## config.mk

```make
export PLATFORM = sky130hd
export DESIGN_NAME = pwr_recall_sup
export DESIGN_NICKNAME = d
export VERILOG_FILES = /design/src/rtl/pwr_sup_pkg.sv /design/src/rtl/pwr_flag_sync.sv /design/src/rtl/pwr_restore_timer.sv /design/src/rtl/pwr_recall_sup.sv
export SDC_FILE = /design/constraint.sdc
export NUM_CORES = 1
export LEC_CHECK = 0
export ABC_AREA = 1
export BUFFER_PORTS_ARGS = -buffer_cell sky130_fd_sc_hd__buf_2
export CORE_ASPECT_RATIO = 1.75
export CORE_MARGIN = 2
export CORE_UTILIZATION = 40
export DETAILED_ROUTE_END_ITERATION = 8
export GPL_ROUTABILITY_DRIVEN = 0
export PLACE_DENSITY = 0.54
export SYNTH_ARGS = -nofsm -noshare
export SYNTH_HDL_FRONTEND = slang
export SYNTH_SLANG_ARGS = --single-unit
```

## constraint.sdc

```tcl
create_clock -name clk_i -period 1.77 [get_ports clk_i]
set_clock_uncertainty 0.1 [all_clocks]
set_input_delay 0.0885 -clock clk_i [delete_from_list [all_inputs] [get_ports clk_i]]
set_output_delay 0.0885 -clock clk_i [all_outputs]
set_load 0.05 [all_outputs]
```

## src/rtl/pwr_sup_pkg.sv

```systemverilog
package pwr_sup_pkg;
  localparam int unsigned NUM_FLAGS = 3;

  typedef struct packed {
    logic below_reset;
    logic below_inhibit;
    logic above_switch;
  } sup_flags_t;

  // Power-on assumption: supply is low until the comparators say otherwise
  localparam sup_flags_t FLAGS_RST = '{below_reset: 1'b1, below_inhibit: 1'b1, above_switch: 1'b0};
endpackage

```

## src/rtl/pwr_flag_sync.sv

```systemverilog
module pwr_flag_sync #(
  parameter int unsigned WIDTH   = 3,
  parameter int unsigned STAGES  = 2,
  parameter logic [WIDTH-1:0] RST_VAL = '0
) (
  input  logic             clk_i,
  input  logic             rst_ni,
  input  logic [WIDTH-1:0] din_i,
  output logic [WIDTH-1:0] dout_o
);
  logic [STAGES-1:0][WIDTH-1:0] sync_q;

  always_ff @(posedge clk_i or negedge rst_ni) begin
    if (!rst_ni) begin
      for (int i = 0; i < STAGES; i++) sync_q[i] <= RST_VAL;
    end else begin
      sync_q[0] <= din_i;
      for (int i = 1; i < STAGES; i++) sync_q[i] <= sync_q[i-1];
    end
  end

  assign dout_o = sync_q[STAGES-1];
endmodule

```

## src/rtl/pwr_restore_timer.sv

```systemverilog
module pwr_restore_timer #(
  parameter int unsigned CYCLES = 110000
) (
  input  logic clk_i,
  input  logic rst_ni,
  input  logic load_i,
  input  logic abort_i,
  output logic busy_o
);
  localparam int unsigned CW = (CYCLES > 1) ? $clog2(CYCLES) : 1;
  localparam logic [CW-1:0] LOAD_VAL = CW'(CYCLES - 1);

  logic [CW-1:0] cnt_q;
  logic          busy_q;

  always_ff @(posedge clk_i or negedge rst_ni) begin
    if (!rst_ni) begin
      cnt_q  <= '0;
      busy_q <= 1'b0;
    end else if (abort_i) begin
      cnt_q  <= '0;
      busy_q <= 1'b0;
    end else if (load_i) begin
      cnt_q  <= LOAD_VAL;
      busy_q <= 1'b1;
    end else if (busy_q) begin
      if (cnt_q == '0) busy_q <= 1'b0;
      else             cnt_q  <= cnt_q - 1'b1;
    end
  end

  assign busy_o = busy_q;
endmodule

```

## src/rtl/pwr_recall_sup.sv

```systemverilog
module pwr_recall_sup
  import pwr_sup_pkg::*;
#(
  parameter int unsigned RESTORE_CYCLES = 110000,
  parameter int unsigned SYNC_STAGES    = 2
) (
  input  logic clk_i,
  input  logic rst_ni,
  input  logic below_reset_i,
  input  logic below_inhibit_i,
  input  logic above_switch_i,
  output logic store_inhibit_o,
  output logic recall_start_o,
  output logic recall_busy_o,
  output logic sram_ready_o
);
  sup_flags_t flags_raw, flags_s;
  logic       req_q, start_q, busy, go, abort;

  assign flags_raw = '{below_reset: below_reset_i, below_inhibit: below_inhibit_i,
                       above_switch: above_switch_i};

  pwr_flag_sync #(
    .WIDTH  (NUM_FLAGS),
    .STAGES (SYNC_STAGES),
    .RST_VAL(FLAGS_RST)
  ) u_sync (
    .clk_i (clk_i),
    .rst_ni(rst_ni),
    .din_i (flags_raw),
    .dout_o(flags_s)
  );

  // Between the reset and switch levels the request keeps its value: only a
  // deep drop re-arms it, so switch-flag chatter cannot fire a second recall.
  assign go    = req_q & flags_s.above_switch & ~flags_s.below_reset & ~busy;
  assign abort = flags_s.below_reset;

  always_ff @(posedge clk_i or negedge rst_ni) begin
    if (!rst_ni) begin
      req_q   <= 1'b1;
      start_q <= 1'b0;
    end else begin
      start_q <= go;
      if (flags_s.below_reset) req_q <= 1'b1;
      else if (go)             req_q <= 1'b0;
    end
  end

  pwr_restore_timer #(
    .CYCLES(RESTORE_CYCLES)
  ) u_timer (
    .clk_i  (clk_i),
    .rst_ni (rst_ni),
    .load_i (go),
    .abort_i(abort),
    .busy_o (busy)
  );

  assign store_inhibit_o = flags_s.below_inhibit | flags_s.below_reset | busy;
  assign recall_start_o  = start_q;
  assign recall_busy_o   = busy;
  assign sram_ready_o    = flags_s.above_switch & ~req_q & ~busy;
endmodule

```

# --- Word level (Yosys, flattened, before mapping) ---
# Index checks and enable logic that the tools add are counted.
classes:
  add_sub_neg: 1
  n_eq_ne: 1
  bitwise: 10
  n_reduce_logical: 4
  n_mux: 10
op_table:
  columns: ["cell", "n"]
  rows:
  - ["$mux 17", 4]
  - ["$logic_not 17->1", 1]
  - ["$sub 17x1->17 const B", 1]
  - ["$mux 1", 6]
  - ["$and 1x1->1", 5]
  - ["$ne 3x3->1 const B", 1]
  - ["$not 1->1", 3]
  - ["$reduce_bool 3->1", 1]
  - ["$or 1x1->1", 2]
  - ["$reduce_and 2->1", 1]
  - ["$reduce_bool 2->1", 1]
totals:
  register_bits: 26
  output_inout_bits: 4

# --- Longest topological paths before layout ---
# Gate-level depths: netlist of run 1.
logic_depth:
  word_depth: 5
  mapped_depth: 11
  mapped_depth_nobuf: 10

# --- Hierarchy ---
# A second synthesis of run 1 with hierarchy kept.
hier_totals:
  hier_cells: 209
  hier_area_um2: 1571.5
modules_own_cells:
  columns: ["mod", "area_per_inst_um2", "cells_per_inst", "n_inst"]
  rows:
  - ["pwr_restore_timer", 1291.2, 189, 1]
  - ["pwr_flag_sync", 177.7, 9, 1]
  - ["pwr_recall_sup", 102.6, 11, 1]

# --- Least setup slack after synthesis of run 1 ---
# Ideal clock, no wire load.
synth_path:
  path_kind: "reg-to-reg"
  startpoint: "register u_timer.busy_q (netlist: u_timer.busy_o)"
  endpoint: "register u_timer.cnt_q[5]"
  arrival_ps: 1547
  path_stages_with_launch: 10
  path_buffers: 1
  synth_period_minus_slack_ps: 1764
  slack_ps: 6
  cell_sequence: "dfrtp_1 > nor2_1 > nand3_2 > nand2_1 > inv_1 > nand2_4 > inv_4 > buf_6 > nand2_1 > nand2_1"
synth_via:
  elab_chain_cells: 4
synth_lines:
  columns: ["item", "line_no", "text"]
  rows:
  - ["start: declaration", "pwr_restore_timer.sv:14", "logic busy_q;"]
  - ["start signal: assignment", "pwr_restore_timer.sv:19", "busy_q <= 1'b0;"]
  - ["start signal: assignment", "pwr_restore_timer.sv:22", "busy_q <= 1'b0;"]
  - ["start signal: assignment", "pwr_restore_timer.sv:25", "busy_q <= 1'b1;"]
  - ["$not 1->1", "pwr_recall_sup.sv:36", "assign go = req_q & flags_s.above_switch & ~flags_s.below_reset & ~busy;"]
  - ["$and 1x1->1", "pwr_recall_sup.sv:36", null]
  - ["$ne 3x3->1 (no line) (tied with other cells)", null, null]
  - ["$reduce_and 2->1 (no line) / $mux 17 (equally long branches)", null, null]
  - ["end signal: assignment", "pwr_restore_timer.sv:28", "else cnt_q <= cnt_q - 1'b1;"]
  - ["end: declaration", "pwr_restore_timer.sv:13", "logic [CW-1:0] cnt_q;"]
# Parallel ways exist; a longest one is shown, timed or not.
# A chain may end at the register's enable or synchronous reset.

# --- Worst setup path in the final report of run 1 ---
layout_path:
  startpoint: "register u_timer.cnt_q[10]"
  endpoint: "register u_timer.cnt_q[10]"
layout_via:
  elab_chain_cells: 5
layout_lines:
  columns: ["item", "line_no", "text"]
  rows:
  - ["$sub 17x1->17", "pwr_restore_timer.sv:28", null]
  - ["$mux 17", "pwr_restore_timer.sv:27", "if (cnt_q == '0) busy_q <= 1'b0;"]
  - ["$mux 17", "pwr_restore_timer.sv:26", "end else if (busy_q) begin"]
  - ["$mux 17", "pwr_restore_timer.sv:23", "end else if (load_i) begin"]
  - ["$mux 17", "pwr_restore_timer.sv:20", "end else if (abort_i) begin"]
# Parallel ways exist; a longest one is shown, timed or not. The select of a mux whose other input is x is not followed.

==> results of run 1 <==
synth_stat cells:
master | number | area, um2
dfstp_2 | 5 | 131
nand2_4 | 2 | 22.5
nand3_2 | 1 | 10.0
ha_1 | 1 | 12.5
nor2_4 | 1 | 11.3
buf_2 | 2 | 10.0
nor2_1 | 22 | 82.6
nand3b_1 | 2 | 15.0
nand3_1 | 23 | 115
inv_4 | 1 | 6.26
xor2_1 | 2 | 17.5
nand4_1 | 2 | 12.5
nand3_4 | 1 | 17.5
nand2_1 | 70 | 263
buf_6 | 1 | 11.3
nor2_2 | 3 | 18.8
nand2_2 | 4 | 25.0
or2_2 | 1 | 6.26
nor3_1 | 3 | 15.0
dfrtp_1 | 21 | 526
o21ai_0 | 5 | 25.0
o211ai_1 | 2 | 15.0
inv_1 | 21 | 78.8
a21oi_1 | 1 | 5.00
what timing repair did:
action | CTS | global route
resized for setup | 1 | 4
setup buffers | 0 | 1
hold endpoints to repair | 24 | 0
pin swaps | 0 | 0
hold buffers | 4 | 0
setup endpoints to repair | 1 | 13
metal layers:
metal  share of wire, %  vias to the layer above  wire (um)  track usage [%]
li1                   -                      662          -                -
met2                 55                       25       1910             32.7
met1                 40                      627       1400             20.3
met5                  0                        -          0                0
met4                3.1                        0        108             8.59
met3                2.0                        8         69             1.25
state kept, by name (all words and copies together) (netlist names):
signal          count
u_timer.cnt_q      17
u_sync.dout_o       3
u_sync.sync_q       3
recall_start_o      1
req_q               1
u_timer.busy_o      1
final cells by class:
class	instances	area, um2
fillers	363	1810
repair buffers	24	170
well taps	46	57.6
inverters	22	87.6
multi-input cells	146	704
clock buffers	3	41.3
clock inverters	1	30.0
flip-flops and latches	26	657
worst paths after layout:
check | endpoint | startpoint | depth (start not counted)
setup / recovery | u_timer.cnt_q[10] | u_timer.cnt_q[10] | 9
hold / removal | u_sync.sync_q[0] | rst_ni | 2
setup reg to reg | u_timer.cnt_q[10] | u_timer.cnt_q[10] | 9
hold reg to reg | u_sync.dout_o[2] | u_sync.sync_q[2] | 0
max in group asynchronous | u_timer.cnt_q[13] | rst_ni | 2
min in group clk_i | u_sync.dout_o[2] | u_sync.sync_q[2] | 0
logic make-up (layout without fill, tap and decap cells):
logic type	Yosys count	count (layout)	share of synthesized area [%]
and+or+nand+nor	135	135	42.3
DFF	26	26	45.2
buffers and inverters	25	50	7.32
AOI/OAI and AO/OA	8	8	3.10
xor gates and xnor gates	2	2	1.21
adders and majority gates	1	1	0.861
through the flow:
| stage | setup WS, ns | cells | instance area (um2) |
|---|---|---|---|
| CTS | 0.104 | 267 | 1730 |
| global route | 0.00888 | 268 | 1750 |
| finish | 0.137 | 268 | 1750 |
| global placement | 0.0575 | 259 | 1610 |
| detailed placement | 0.00292 | 259 | 1610 |
| floorplan | 0.00640 | 197 | 1450 |
report_power, final:
group / leakage (nW) / switching, mW / internal (mW) / total, mW
Clock: 0.0357 / 0.198 / 0.303 / 0.500
Combinational: 0.562 / 1.22 / 0.700 / 1.92
Sequential: 0.329 / 0.160 / 0.780 / 0.940
Total: 0.927 / 1.57 / 1.78 / 3.36
==> metrics.txt, run 1 <==
Die Y=83.7 um; most frequent cells in the layout=69 x nand2_1, 23 x nand3_1, 21 x inv_1, 21 x nor2_1, 21 x dfrtp_1; Final Core Density=49.2%; # nets final=229; crit-path max FO=12; Seq/Total Area, Yosys=between 40 and 50%; worst vdd ir=approximately 0.0012 V; # H-tree levels=1; layout cells sized above 1=20.7%; fin crit share=92.3%; global route overflow=0; Synth warnings=0; CP cell instances=nor2_1 > nand2_1 > nor2_2 > nand3_4 > nand2_4 > nand2_4 > inv_6 > nand2_1 > nand2_1; worst-margin pin slew=around 0.61 ns; crit end category=flip-flop; DRC viols=0; clock buffer depth=2; Worst slew margin=between 50 and 60%; initial DRC count=46; synth unique cells=24; first-pass GRT wire length=between 5 and 6 mm; reg-to-reg slack, setup=about 0.14 ns; max-slew violations=0; All-Layer GR Usage=17.9%; Hold Vio Cnt, Final=0; Cells after Synth=197; Final min period=around 1.6 ns; TritonCTS clock tree=built; Mapped Area=1450 um2; Antenna Cells=0; Die ar.=roughly 4100 um2; Reg clk slew, reported paths=around 0.090 ns; Synthesized Nets=203; RSZ-0062 raised after global routing=false; clock root buffer=clkbuf_8; WL per Instance=13.0 um; kind of critical path=reg2reg; CTS Buf Count=3; vias per inst=4.93; Pwr per Cell Area=1920 nW/um2; DP HPWL=2.60 mm; Post-Syn Area per Cell=7.37 um2; Total Wirelength=3.49 mm; I/O pin count=9; Clk Latency, worst-skew pair=approximately 0.27 ns; MaxCap Viol Count=0; highest clock rate=a little over 600 MHz; # setup viols final=0; Area growth syn-to-layout=20.3%; initial antenna violation count=0; iteration count of the initial detailed-routing pass=4; arrival time at the worst endpoint=approximately 1.8 ns; Yosys reg bits=26; vias in the first global route=1265; initial core utilization=40.9%; critical path's slowest cell=dfrtp_1; HP Class=in2async; run status=complete, no violations; total clock sinks=26; Leak=between 0.9 and 1 nW; total power draw=3.36 mW; CORE AREA=between 3000 and 4000 um2; Hold WS=between 0.2 and 0.25 ns; row count=29; Top cell by count, worst path=nand2_1; CP bufs+invs=1; most common cell after layout, fill and taps aside=nand2_1; CP max stage delay=between 0.4 and 0.5 ns; final antenna-violating net count=0; Critical Path Start Type=flip-flop; Port Buffer Count=8; family with the most delay on the worst path=simple AND/OR/NAND/NOR gates; largest net degree at the start of global routing=27; TNS Setup=0 ns; Die Width=49.6 um; WP data required=1.89 ns; DR vias=1322
(Power assumes the default switching activity.)
==> run 2, diff against run 1 <==
CORE_MARGIN = 8   (was 2)
CORE_UTILIZATION = 50   (was 40)
PLACE_DENSITY = 0.66   (was 0.54)
==> metrics.txt, run 2 (synthesis results as in run 1) <==
run status=complete, no violations; I/O pin count=9 (unchanged); Reg clk slew, reported paths=0.09 ns (about the same); fin crit share=98.3% (+6.1 points); initial core utilization=51.3% (+10 points); Area growth syn-to-layout=15.7%; MaxCap Viol Count=0 (unchanged); reg-to-reg slack, setup=0.03 ns (-0.11 ns); Clk Latency, worst-skew pair=0.27 ns (about the same); Hold Vio Cnt, Final=0 (unchanged); WP data required=1.82 ns (-0.07 ns); row count=26 (-10%); post-placement cell count=238 (-8.1%); CTS Buf Count=3 (unchanged); Biggest register=u_timer.cnt_q; clock buffer depth=2 (unchanged); TritonCTS clock tree=built; crit end category=flip-flop; Die Width=56.7 um (+15%); Non-Filler Instances=246 (-8.2%); max-slew violations=0 (unchanged); clock root buffer=clkbuf_8; arrival time at the worst endpoint=1.79 ns (+0.04 ns); Die Y=87.3 um (+4.3%); WL per Instance=12.9 um (-1.1%); worst vdd ir=0.000863 V (-26%); r2r worst-path depth=10 (+1); vias in the first global route=1381 (+9.2%); highest clock rate=575 MHz (-6.2%); final antenna-violating net count=0 (unchanged); DRC viols=0 (unchanged); max reg flops=17 (unchanged); global route overflow=0 (unchanged); Total Wirelength=3.17 mm (-9.2%); Critical Path Start Type=flip-flop; worst-margin pin slew=0.570 ns (-0.0362 ns); # setup viols final=0 (unchanged); Pwr per Cell Area=1940 nW/um2 (+0.81%); Port Buffer Count=8 (unchanged); iteration count of the initial detailed-routing pass=4 (unchanged); Leak=0.904 nW (-2.4%); kind of critical path=reg2reg; vias per inst=5.32 (+7.8%); crit-path max FO=4 (-8); CORE AREA=2830 um2 (-20%); HP Class=in2async; initial antenna violation count=0 (unchanged); DP HPWL=2.51 mm (-3.8%); Final min period=1.74 ns (+0.108 ns); total clock sinks=26 (unchanged); r2r endpoint=u_timer.cnt_q[6]; Worst R2R Start=u_timer.cnt_q[0]; All-Layer GR Usage=13.9% (-4.0 points); most common cell after layout, fill and taps aside=nand2_1; Hold WS=0.233 ns (-0.0108 ns); DR vias=1308 (-1.1%); # nets final=225 (-1.7%); initial DRC count=44 (-4.3%); layout cells sized above 1=18.3% (-2.4 points); first-pass GRT wire length=5.64 mm (-3.1%); RSZ-0062 raised after global routing=true; Final Core Density=59.4% (+10 points); # H-tree levels=1 (unchanged); Antenna Cells=0 (unchanged); largest net degree at the start of global routing=27 (unchanged); Worst slew margin=62.0% (+2.4 points); Die ar.=4950 um2 (+19%); most frequent cells in the layout=69 x nand2_1, 23 x nand3_1, 22 x nor2_1
-- run 2: repair_timing --
item,in CTS,in global routing
endpoints found under the setup margin,0,13
gates resized for setup,0,1
hold buffers,4,0
setup buffers,0,0
endpoints found under the hold margin,24,0
-- run 2: critical path: stages (launching register included) --
cell,delay (ns)
dfrtp_1,0.40
inv_1,0.08
ha_1,0.19
nand2_2,0.09
buf_4,0.15
nor2_1,0.25
nand2_1,0.10
nand3_1,0.09
nor2_1,0.04
nand2_1,0.05
o21ai_0,0.08
-- run 2: area by class of cell --
type                       count  area [um2]
sequential                    26         657
inverter                      22        85.1
tap                           28        35.0
clock buffer                   3        41.3
fill                         247        1150
clock inverter                 1        30.0
timing repair buffer          20         140
multi-input combinational    146         692
-- run 2: layer usage --
layer  track usage (%)  part of all wire, %  up-vias
li1                  -                    -      658
met1              13.1                   38      615
met2              26.1                   56       27
met3              2.49                  3.1        8
met4              9.01                  3.3        0
met5                 0                    0        -
-- run 2: through the flow --
| stage | power [mW] | cell area (um2) | setup WS (ns) | setup TNS (ns) |
|---|---|---|---|---|
| 2_1_floorplan | 2.29 | 1450 | 0.00640 | 0 |
| 3_3_place_gp | 2.70 | 1570 | 0.0949 | 0 |
| 3_5_place_dp | 2.75 | 1570 | 0.0373 | 0 |
| 4_1_cts | 3.27 | 1680 | 0.0213 | 0 |
| 5_1_grt | 3.55 | 1680 | -0.0736 | -0.269 |
| 6_report | 3.25 | 1680 | 0.0294 | 0 |
-- run 2: worst max-delay path by stage --
stage | startpoint | slack (ns) | cells after the start | to
finish | u_timer.cnt_q[0] | 0.03 | 10 | u_timer.cnt_q[6]
global route | u_timer.cnt_q[0] | -0.07 | 10 | u_timer.cnt_q[6]
CTS | u_timer.cnt_q[0] | 0.02 | 9 | u_timer.cnt_q[0]
detailed placement | u_timer.cnt_q[0] | 0.04 | 9 | u_timer.cnt_q[0]
global placement | u_timer.cnt_q[0] | 0.09 | 10 | u_timer.cnt_q[6]
floorplan | u_timer.busy_o | 0.006 | 9 | u_timer.cnt_q[5]
-- run 2: report_power, final --
part	switching [mW]	internal, mW	total, mW
clock	0.189	0.302	0.491
combinational	1.15	0.655	1.80
sequential	0.177	0.780	0.958
==> run 3, diff against run 2 <==
REMOVE_ABC_BUFFERS = 1   (was not set)
==> metrics.txt, run 3 (synthesis results as in run 1) <==
run status=complete, no violations; initial antenna violation count=0 (unchanged); vias in the first global route=1324 (-4.1%); DR vias=1298 (-0.76%); kind of critical path=reg2reg; crit-path max FO=12 (+8); largest net degree at the start of global routing=27 (unchanged); HP Class=in2async; # setup viols final=0 (unchanged); Antenna Cells=0 (unchanged); Final Core Density=60.4% (+1.1 points); reg-to-reg slack, setup=0.10 ns (+0.07 ns); Worst R2R Start=u_timer.cnt_q[10]; CORE AREA=2830 um2 (unchanged); Die Width=56.7 um (unchanged); Die Y=87.3 um (unchanged); WL per Instance=13.4 um (+4.3%); max-slew violations=0 (unchanged); initial core utilization=51.3% (unchanged); first-pass GRT wire length=5.86 mm (+3.8%); # nets final=228 (+1.3%); Area growth syn-to-layout=17.7%; TNS Setup=0 ns (unchanged); layout cells sized above 1=20.4% (+2.0 points); Clk Latency, worst-skew pair=0.27 ns (about the same); Setup WS post-layout=0.104 ns (+0.0743 ns); vias per inst=5.21 (-2.0%); Final min period=1.67 ns (-0.0743 ns); GR Util met1=15.2% (+2.0 points); Reg clk slew, reported paths=0.09 ns (about the same); final antenna-violating net count=0 (unchanged); highest clock rate=600 MHz (+4.5%); clock root buffer=clkbuf_8; TritonCTS clock tree=built; post-placement cell count=241 (+1.3%); row count=26 (unchanged); Hold Vio Cnt, Final=0 (unchanged); initial DRC count=51 (+16%); total clock sinks=26 (unchanged); r2r worst-path depth=9 (-1); GR met3 Demand/Resource=2.49% (unchanged); MaxCap Viol Count=0 (unchanged); global route overflow=0 (unchanged); worst-margin pin slew=0.579 ns (+0.00982 ns); fin crit share=94.1% (-4.2 points); Total Wirelength=3.34 mm (+5.6%); # H-tree levels=1 (unchanged); DRC viols=0 (unchanged); I/O pin count=9 (unchanged); Die ar.=4950 um2 (unchanged); Most Used Layer, Global Route=met2; crit end category=flip-flop; DP HPWL=2.54 mm (+1.4%); iteration count of the initial detailed-routing pass=5 (+1); All-Layer GR Usage=14.7% (+0.75 points); Leak=0.920 nW (+1.8%); arrival time at the worst endpoint=1.79 ns (about the same); Non-Filler Instances=249 (+1.2%); r2r endpoint=u_timer.cnt_q[7]; met2 Use GR=26.8% (+0.70 points); Critical Path Start Type=flip-flop; most frequent cells in the layout=69 x nand2_1, 23 x nand3_1, 21 x inv_1, 21 x nor2_1, 21 x dfrtp_1; most common cell after layout, fill and taps aside=nand2_1; Biggest register=u_timer.cnt_q; Worst slew margin=61.4% (-0.65 points); Port Buffer Count=8 (unchanged); dpl ws=0.0240 ns (-0.0133 ns); WP data required=1.89 ns (+0.07 ns); worst vdd ir=0.000887 V (+2.7%); clock buffer depth=2 (unchanged); Pwr per Cell Area=1940 nW/um2 (about the same); CTS Buf Count=3 (unchanged); max reg flops=17 (unchanged)
run 3: cell type report:
cell class,instances,area [um2]
Clock buffer,3,41.3
Clock inverter,1,30.0
Fill cell,253,1120
Inverter,22,85.1
Multi-Input combinational cell,146,699
Sequential cell,26,657
Tap cell,28,35.0
Timing Repair Buffer,23,163
run 3: power by group:
part	internal (mW)	leakage, nW	switching (mW)	total [mW]
sequential	0.780	0.329	0.175	0.955
clock	0.303	0.0357	0.187	0.489
combinational	0.683	0.556	1.18	1.87
run 3: metal layers:
metal  wire, um  share of wire, %  vias to the layer above
met1       1340                40                      598
li1           -                 -                      664
met3        102               3.1                        9
met2       1800                54                       27
met4        102               3.1                        0
met5          0                 0                        -
run 3: worst max-delay path, stage by stage, from the launching register on:
cell and delay [ns]:
dfrtp_1 0.42, nor2_1 0.18, nand2_1 0.13, nor2_2 0.17, nand3_4 0.12, nand2_4 0.10, nand2_4 0.09, inv_4 0.15
nand2_1 0.08, nand2_1 0.07
run 3: what timing repair did:
action                                 in CTS  in global routing
hold buffers                                4                  0
endpoints found under the hold margin      24                  0
resized for setup                           0                  3
setup buffers                               0                  0
setup endpoints to repair                   0                 12
run 3: through the flow:
| step | area [um2] | hold WS, ns | total power [mW] |
|---|---|---|---|
| 6_report | 1710 | 0.243 | 3.31 |
| 5_1_grt | 1710 | 0.268 | 3.63 |
| 4_1_cts | 1700 | 0.248 | 3.30 |
| 3_5_place_dp | 1590 | 0.0177 | 2.77 |
| 3_3_place_gp | 1590 | 0.0122 | 2.73 |
| 2_1_floorplan | 1430 | -0.307 | 2.28 |
run 3: worst max-delay path by stage:
stage / startpoint / endpoint / slack, ns / cells after the start
4_1_cts: u_timer.cnt_q[0] / u_timer.cnt_q[13] / 0.02 / 9
6_report: u_timer.cnt_q[10] / u_timer.cnt_q[7] / 0.10 / 9
2_1_floorplan: u_timer.busy_o / u_timer.cnt_q[5] / -0.04 / 8
5_1_grt: u_timer.cnt_q[0] / u_timer.cnt_q[13] / -0.01 / 9
3_5_place_dp: u_timer.cnt_q[0] / u_timer.cnt_q[13] / 0.02 / 9
3_3_place_gp: u_timer.cnt_q[10] / u_timer.cnt_q[13] / 0.09 / 8
